`src/rtl/tbase_pkg.sv`:
```
package tbase_pkg;

  localparam int DIVC_W = 3;
  localparam int PRE_W  = 8;
  localparam int RLS_W  = 3;

  localparam logic [RLS_W-1:0] RLS_OVF = 3'b100;

  typedef struct packed {
    logic reload;
    logic clear;
    logic step;
  } upd_t;

  function automatic logic [PRE_W-1:0] div_ratio(input logic [DIVC_W-1:0] code);
    case (code)
      3'd0:    div_ratio = 8'd1;
      3'd1:    div_ratio = 8'd4;
      3'd2:    div_ratio = 8'd16;
      3'd3:    div_ratio = 8'd32;
      3'd4:    div_ratio = 8'd64;
      3'd5:    div_ratio = 8'd96;
      3'd6:    div_ratio = 8'd112;
      default: div_ratio = 8'd128;
    endcase
  endfunction

endpackage

```
`src/rtl/tbase_prescale.sv`:
```
module tbase_prescale
  import tbase_pkg::*;
(
  input  logic              clk,
  input  logic              rst,
  input  logic              run,
  input  logic [DIVC_W-1:0] code,
  output logic              tick
);

  logic [PRE_W-1:0]  phase;
  logic [PRE_W-1:0]  last;
  logic [DIVC_W-1:0] code_q;
  logic              restart;

  assign last    = div_ratio(code) - PRE_W'(1);
  assign restart = !run || (code != code_q);
  assign tick    = !restart && (phase == last);

  always_ff @(posedge clk) begin
    if (rst) begin
      phase  <= '0;
      code_q <= '0;
    end else begin
      code_q <= code;
      if (restart || phase == last) phase <= '0;
      else                          phase <= phase + PRE_W'(1);
    end
  end

  AST_TICK_SPACED: assert property (@(posedge clk) disable iff (rst)
    (tick && last != '0) |=> !tick);

endmodule

```
`src/rtl/tbase_edge_sync.sv`:
```
module tbase_edge_sync #(
  parameter int CH    = 3,
  parameter int SYNC  = 2
) (
  input  logic          clk,
  input  logic          rst,
  input  logic [CH-1:0] din,
  output logic [CH-1:0] rise
);

  localparam int SH_W = SYNC + 1;

  for (genvar i = 0; i < CH; i++) begin : g_ch
    logic [SH_W-1:0] sh;

    always_ff @(posedge clk) begin
      if (rst) sh <= '0;
      else     sh <= {sh[SH_W-2:0], din[i]};
    end

    assign rise[i] = sh[SH_W-2] & ~sh[SH_W-1];

    AST_RISE_SINGLE: assert property (@(posedge clk) disable iff (rst)
      rise[i] |=> !rise[i]);
  end

endmodule

```
`src/rtl/tbase_core.sv`:
```
module tbase_core
  import tbase_pkg::*;
#(
  parameter int CNT_W = 24,
  parameter int CH    = 3
) (
  input  logic             clk,
  input  logic             rst,
  input  logic             enable,
  input  logic             start,
  input  logic             tick,
  input  logic             cmp_en,
  input  logic             cmp_clr_en,
  input  logic             cap_clr_en,
  input  logic             rld_en,
  input  logic [RLS_W-1:0] rld_src,
  input  logic [CNT_W-1:0] cmp_val,
  input  logic [CH-1:0]    cap_evt,
  output logic [CNT_W-1:0] count,
  output logic             cmp_evt,
  output logic             ovf_evt
);

  logic [CNT_W-1:0] count_q;
  logic [CNT_W-1:0] cnt_inc;
  logic             cmp_q;
  logic             ovf_q;
  logic             ovf_hit;
  logic             cmp_hit;
  logic             rl_trig;
  upd_t             upd;

  assign cnt_inc = count_q + CNT_W'(1);
  assign ovf_hit = upd.step && (&count_q);
  assign cmp_hit = upd.step && cmp_en && (cnt_inc == cmp_val);

  always_comb begin
    rl_trig = 1'b0;
    if (rld_src == RLS_OVF) rl_trig = ovf_hit;
    for (int c = 0; c < CH; c++) begin
      if (rld_src == RLS_W'(c)) rl_trig = cap_evt[c];
    end
  end

  always_comb begin
    upd.step   = enable && start && tick;
    upd.reload = enable && rld_en && rl_trig;
    upd.clear  = enable && ((cmp_clr_en && cmp_hit) || (cap_clr_en && (|cap_evt)));
  end

  always_ff @(posedge clk) begin
    if (rst) begin
      count_q <= '0;
      cmp_q   <= 1'b0;
      ovf_q   <= 1'b0;
    end else begin
      if (upd.reload)     count_q <= cmp_val;
      else if (upd.clear) count_q <= '0;
      else if (upd.step)  count_q <= cnt_inc;
      cmp_q <= cmp_hit;
      ovf_q <= ovf_hit;
    end
  end

  assign count   = count_q;
  assign cmp_evt = cmp_q;
  assign ovf_evt = ovf_q;

  AST_FROZEN_WHEN_OFF: assert property (@(posedge clk) disable iff (rst)
    !enable |=> $stable(count_q));
  AST_OVF_FROM_MAX: assert property (@(posedge clk) disable iff (rst)
    ovf_q |-> (&$past(count_q)));
  AST_CMP_NEEDS_EN: assert property (@(posedge clk) disable iff (rst)
    cmp_q |-> $past(cmp_en));
  AST_RELOAD_WINS: assert property (@(posedge clk) disable iff (rst)
    upd.reload |=> count_q == $past(cmp_val));
  AST_CLEAR_ZERO: assert property (@(posedge clk) disable iff (rst)
    (upd.clear && !upd.reload) |=> count_q == '0);

endmodule

```
`src/rtl/tbase_timer.sv`:
```
module tbase_timer
  import tbase_pkg::*;
#(
  parameter int CNT_W = 24,
  parameter int CH    = 3,
  parameter int SYNC  = 2,
  localparam int SRC_W = $clog2(CH + 1)
) (
  input  logic              clk,
  input  logic              rst,
  input  logic              enable,
  input  logic              start,
  input  logic [DIVC_W-1:0] div_code,
  input  logic [SRC_W-1:0]  src_sel,
  input  logic [CH-1:0]     cap_in,
  input  logic [CH-1:0]     cap_evt,
  input  logic              cmp_en,
  input  logic              cmp_clr_en,
  input  logic              cap_clr_en,
  input  logic              rld_en,
  input  logic [RLS_W-1:0]  rld_src,
  input  logic [CNT_W-1:0]  cmp_val,
  output logic [CNT_W-1:0]  count,
  output logic              cmp_evt,
  output logic              ovf_evt
);

  logic          pre_tick;
  logic [CH-1:0] rise;
  logic          tick;

  tbase_prescale u_pre (
    .clk  (clk),
    .rst  (rst),
    .run  (enable && start),
    .code (div_code),
    .tick (pre_tick)
  );

  tbase_edge_sync #(.CH(CH), .SYNC(SYNC)) u_sync (
    .clk  (clk),
    .rst  (rst),
    .din  (cap_in),
    .rise (rise)
  );

  always_comb begin
    tick = 1'b0;
    if (src_sel == SRC_W'(0)) tick = pre_tick;
    for (int c = 0; c < CH; c++) begin
      if (src_sel == SRC_W'(c + 1)) tick = rise[c];
    end
  end

  tbase_core #(.CNT_W(CNT_W), .CH(CH)) u_core (
    .clk        (clk),
    .rst        (rst),
    .enable     (enable),
    .start      (start),
    .tick       (tick),
    .cmp_en     (cmp_en),
    .cmp_clr_en (cmp_clr_en),
    .cap_clr_en (cap_clr_en),
    .rld_en     (rld_en),
    .rld_src    (rld_src),
    .cmp_val    (cmp_val),
    .cap_evt    (cap_evt),
    .count      (count),
    .cmp_evt    (cmp_evt),
    .ovf_evt    (ovf_evt)
  );

endmodule

```
`config.mk`:
```
export PLATFORM = sky130hd
export DESIGN_NAME = tbase_timer
export DESIGN_NICKNAME = d
export VERILOG_FILES = /design/src/rtl/tbase_pkg.sv /design/src/rtl/tbase_prescale.sv /design/src/rtl/tbase_edge_sync.sv /design/src/rtl/tbase_core.sv /design/src/rtl/tbase_timer.sv
export SDC_FILE = /design/constraint.sdc
export NUM_CORES = 1
export LEC_CHECK = 0
export ABC_CLOCK_PERIOD_IN_PS = 6500
export BUFFER_PORTS_ARGS = -buffer_cell sky130_fd_sc_hd__buf_2
export CORE_ASPECT_RATIO = 1.2
export CORE_MARGIN = 2
export CORE_UTILIZATION = 40
export CTS_BUF_LIST = sky130_fd_sc_hd__clkbuf_4 sky130_fd_sc_hd__clkbuf_8
export DETAILED_ROUTE_END_ITERATION = 10
export HOLD_SLACK_MARGIN = 0.15
export PLACE_DENSITY_LB_ADDON = 0.3
export REMOVE_ABC_BUFFERS = 1
export SLEW_MARGIN = 30
export SYNTH_ARGS = -nofsm -noshare
export SYNTH_HDL_FRONTEND = slang
export SYNTH_SLANG_ARGS = --single-unit
```
`constraint.sdc`:
```
create_clock -name clk -period 6.5 [get_ports clk]
set_input_delay 0.325 -clock clk [delete_from_list [all_inputs] [get_ports clk]]
set_output_delay 0.325 -clock clk [all_outputs]
set_load 0.05 [all_outputs]
```
Word level (Yosys, flattened, before mapping):

Cells that the tools add are included.

* register bits after elaboration: 46
* input port bits: 46
* output and inout bits: 26
* logic and storage cells: 67

* add/subtract/negate cells: 3
* eq/ne operators: 15
* muxes and demuxes: 12
* bitwise logic cells: 6
* reduce and logical (&&, ||, !) cells: 23

Operators with widths (number)
* $mux W24: 3
* $pmux W8 S7: 1
* $add A24 B1 Y24 const B: 1
* $eq A24 B24 Y1: 1
* $reduce_and A24 Y1: 1
* $eq A3 B3 Y1 const B: 4
* $logic_and A1 B1 Y1: 11
* $eq A3 B2 Y1 const B: 3
* $add A8 B1 Y8 const B: 1
* $eq A8 B8 Y1: 1
* $mux W1: 8
* $sub A8 B1 Y8 const B: 1
* $eq A3 B1 Y1 const B: 2
* $logic_not A3 Y1: 2
* $eq A2 B2 Y1 const B: 2
* $and A1 B1 Y1: 3
* $logic_or A1 B1 Y1: 3
* $ne A3 B3 Y1: 1
* $not A1 Y1: 3
* $reduce_bool A3 Y1: 1
* $reduce_or A3 Y1: 1
* $eq A2 B1 Y1 const B: 1
* $logic_not A1 Y1: 2
* $logic_not A2 Y1: 1
* $reduce_or A2 Y1: 1

Depth between registers and ports, before layout:

* word-level depth: 17
* gate-level depth with buffers: 15
* gate-level depth less buffers: 12

Modules after synthesis:

Synthesis repeated with hierarchy kept, for this count alone.

* cells, all modules: 535
* area, all modules: 4086.4 sq um

Modules (own cells, without submodules)
* tbase_core: times used 1, cells each 435, area an instance 3098.0 sq um, seq. area each 520.5 sq um
* tbase_prescale: times used 1, cells each 77, area an instance 704.4 sq um, seq. area each 220.2 sq um
* tbase_edge_sync: times used 1, cells each 21, area an instance 255.2 sq um, seq. area each 180.2 sq um
* tbase_timer: times used 1, cells each 2, area an instance 28.8 sq um, seq. area each 0.0 sq um

Least setup slack after synthesis:

No wires, ideal clock.

* path kind: reg2reg
* from: reg u_core.count_q[1] (netlist: u_core.count[1])
* to: reg u_core.count_q[14] (netlist: u_core.count[14])
* library setup time: 132 ps
* arrival: 3109 ps
* data required time: 6368 ps
* slack: 3259 ps
* cell stages (with the launch flop): 13
* path buffers: 2
* period minus slack after synthesis: 3241 ps
* path through: dfxtp_1 -> ha_1 -> nand3_1 -> nor2_1 -> and3_1 -> clkbuf_1 -> xnor2_1 -> o22ai_1 -> nor4_1 -> nand4_2 -> buf_4 -> a31oi_1 -> nor3_1

* longest elaborated chain between the ends: 8
* elaborated cells between the ends (all ways): 17
* those cells by class: add/sub (1); eq/ne (1); mux (7); reduce/logical (8)

Ends and longest elaborated chain
* start: declaration: RTL line tbase_core.sv:24 `logic [CNT_W-1:0] count_q;`
* start signal: assignment: RTL line tbase_core.sv:57 `if (upd.reload) count_q <= cmp_val;`
* start signal: assignment: RTL line tbase_core.sv:59 `else if (upd.step) count_q <= cnt_inc;`
* $add A24 B1 Y24 / $reduce_and A24 Y1 (equally long branches): RTL line tbase_core.sv:33, tbase_core.sv:34
* $eq A24 B24 Y1 / $logic_and A1 B1 Y1 (equally long branches): RTL line tbase_core.sv:35, tbase_core.sv:34
* $logic_and A1 B1 Y1 / $mux W1 (equally long branches): RTL line tbase_core.sv:35, tbase_core.sv:39
* $logic_and A1 B1 Y1 / $mux W1 (equally long branches): RTL line tbase_core.sv:48, tbase_core.sv:41
* $logic_or A1 B1 Y1 / $mux W1 (equally long branches): RTL line tbase_core.sv:48, tbase_core.sv:41
* $logic_and A1 B1 Y1 / $mux W1 (equally long branches): RTL line tbase_core.sv:48, tbase_core.sv:41
* $mux W24 / $logic_and A1 B1 Y1 (equally long branches): RTL line tbase_core.sv:58, tbase_core.sv:47
* $mux W24 / $reduce_bool A3 Y1 (equally long branches)

Parallel ways exist; a longest one is shown, timed or not. The select of a mux whose other input is x is not followed.
A chain may end at the register's enable or synchronous reset.

Worst setup path after layout:

* from: reg u_core.count_q[0] (netlist: u_core.count[0])
* to: reg u_core.count_q[6] (netlist: u_core.count[6])

Same word-level chain as after synthesis.

==> impl_metrics.toml <==
[run_status]
status = "completed"

[route]
dr.pass1.iters = 5
wl_um = 11800
drc = 0
wl_per_cell_um = 18.1
via_count = 3985
ant_nets = 0
via_per_inst = 6.09
drt-initial-drc-count = 373

[cells_and_area]
fin_nets = 582
diodes = 0
syn2layout_area_growth_pct = 13.0
drive_gt1_frac = 0.172
final_cells = 654

[critical_path]
start_kind = "flop"
cp.arrival_ns = 4.08
max_stage_delay_ns = 0.53
cp-endpoint = "u_core.count[6]"
worstReg2RegEnd = "u_core.count[6]"
cp_num_buf_inv = 0
path_cells = "ha_1, nand3_1, nor2_1, nand4_1, o31a_1, nor4_1, nand4_2, and3_1, o221a_1"
critPathTopFamily = "simple AND/OR/NAND/NOR gates"
worst_setup_path_end_kind = "flop"
critPathRequiredTime_ns = 6.72
cp_num_cells = 9
cp-startpoint = "u_core.count[0]"
crit_path_max_fanout = 14
r2r_slack_ns = 2.64
reg2regPathDepth = 9
crit_type = "flop to flop"
crit_path_top_delay_cell = "dfxtp_1"
timing.rr.start = "u_core.count[0]"

[run]
maxCapViolations = 0

[synthesis]
synth-edff-count = 0
syn_area_per_cell_um2 = 7.53
synthTopCellsByCount = "dfxtp_1, nor2_1, nand2_1"
synth.most_common_cell = "dfxtp_1"
yosysTopAreaCell = "dfxtp_1"
yosysTopAreaCellShare = 0.250
synthTopCellsByArea = "dfxtp_1, xnor2_1, a21oi_1, nand3_1, nor2_1"
ys_seq_area_frac = 0.250
yosysWarningCount = 0
ys_ff_latch = 46
synth_cells = 490
synthArstFlopShare = 0
synthFlopType = "dfxtp_1"
netlist-cell-type-count = 65
syn_area_um2 = 3690

[power_and_ir_drop]
p_leak_nw = 1.61
power.density_nw_per_um2 = 160
finalPower_uw = 669
ir_worst_vdd_mv = 0.0766

[timing]
worst_slew_pin_slew_ns = 0.853
period_share = 0.594
clock_skew_ns = 0.0132
rsz0062_at_grt = "no"
fmax_mhz = 259
relSlewSlack = 0.431
worst_slack_ns = 2.64
min_period_ns = 3.86
hold_viol = 0
setup_violations = 0
tns_ns = 0
drv_slew = 0
whs_ns = 0.208

[clock_network]
post-cts-setup-buffer-count = 0
clk_path_buf_depth = 2
clock_latency_ns = 0.32
cts-root-buf = "clkbuf_8"
hold_buffers = 0
cts_resized = 0
path_clk_slew_ns = 0.10
numCtsBuffers = 5
cts_sinks = 46
htreeDepth = 2
tritoncts = "done"

[global_routing]
grt_antenna_before_repair = 0
grt_use_total = 0.239
overflow = 0
first_global_vias = 3854
grt_pass1_wl_um = 19200
grt_max_degree = 38

[floorplanning]
fp-row-count = 38
initial_utilization = 0.411
die_h_um = 109
die_area_um2 = 10000
coreArea_um2 = 8990
die_w_um = 91.7
io_pins = 72

[placement]
dp_slack_ns = 2.81
hpwl_um = 8370
place_congestion = 0.967
dp.cells = 646
io_buffers = 71

[min_path]
hp-start = "cap_in[1]"
hold_path_class = "primary input to flop"
kinds of logic (layout without fill, tap and decap cells):
logic type	after synthesis	count (layout)	synth area share
AO/OA/AOI/OAI	123	123	0.233
XOR/XNOR	49	49	0.120
adder cells (fa/ha/maj)	3	3	0.0102
buffers and inverters	51	95	0.0590
flip-flops	46	46	0.250
multiplexers	1	1	0.00271
AND/OR/NAND/NOR	217	217	0.326
placed cells by master (no fill, tap or decap), drive strengths merged, types with 15 or more instances in the layout:
cell type  synthesis  final
a21oi             36     36
buf               13     73
dfxtp             46     46
nand2             39     39
nand3             33     33
nor2              39     39
nor2b             17     17
nor3              15     15
xnor2             32     32
xor2              16     16
sequential cells by signal (all words and copies together), names as in the netlist:
| name | cells |
|---|---|
| u_pre.code_q | 3 |
| u_core.cmp_evt | 1 |
| u_core.ovf_evt | 1 |
| u_sync.g_ch.sh | 9 |
| u_pre.phase | 8 |
| u_core.count | 24 |
stage by stage:
stage | utilization | instance area, um2
global placement | 0.450 | 4050
detailed placement | 0.451 | 4060
global route | 0.464 | 4170
CTS | 0.464 | 4170
floorplan | - | 3520
finish | 0.464 | 4170
cell type report:
cell class | count | area, um2
tap | 120 | 150
multi-input combinational | 393 | 2560
sequential | 46 | 921
timing repair buffer | 73 | 370
clock buffer | 6 | 76.3
inverter | 14 | 52.6
clock inverter | 2 | 37.5
fill | 899 | 4820
how the worst min path moves through the flow:
stage,endpoint,depth (start not counted)
detailed placement,u_sync.g_ch[2].sh[1],1
global route,u_sync.g_ch[2].sh[0],2
floorplan,u_pre.code_q[1],1
global placement,u_sync.g_ch[1].sh[1],1
finish,u_sync.g_ch[1].sh[0],2
CTS,u_sync.g_ch[1].sh[0],2
where the power goes:
part	internal [mW]	switching, mW	leakage (nW)
Sequential	0.289	0.0113	0.374
Combinational	0.0520	0.0860	1.18
Clock	0.119	0.111	0.0548
per-layer routing:
| layer | global-route usage | share of wire |
|---|---|---|
| met5 | 0 | 0 |
| met4 | 0.113 | 0.034 |
| met3 | 0.0387 | 0.071 |
| met2 | 0.411 | 0.48 |
| met1 | 0.291 | 0.41 |
(Power assumes the default switching activity.)
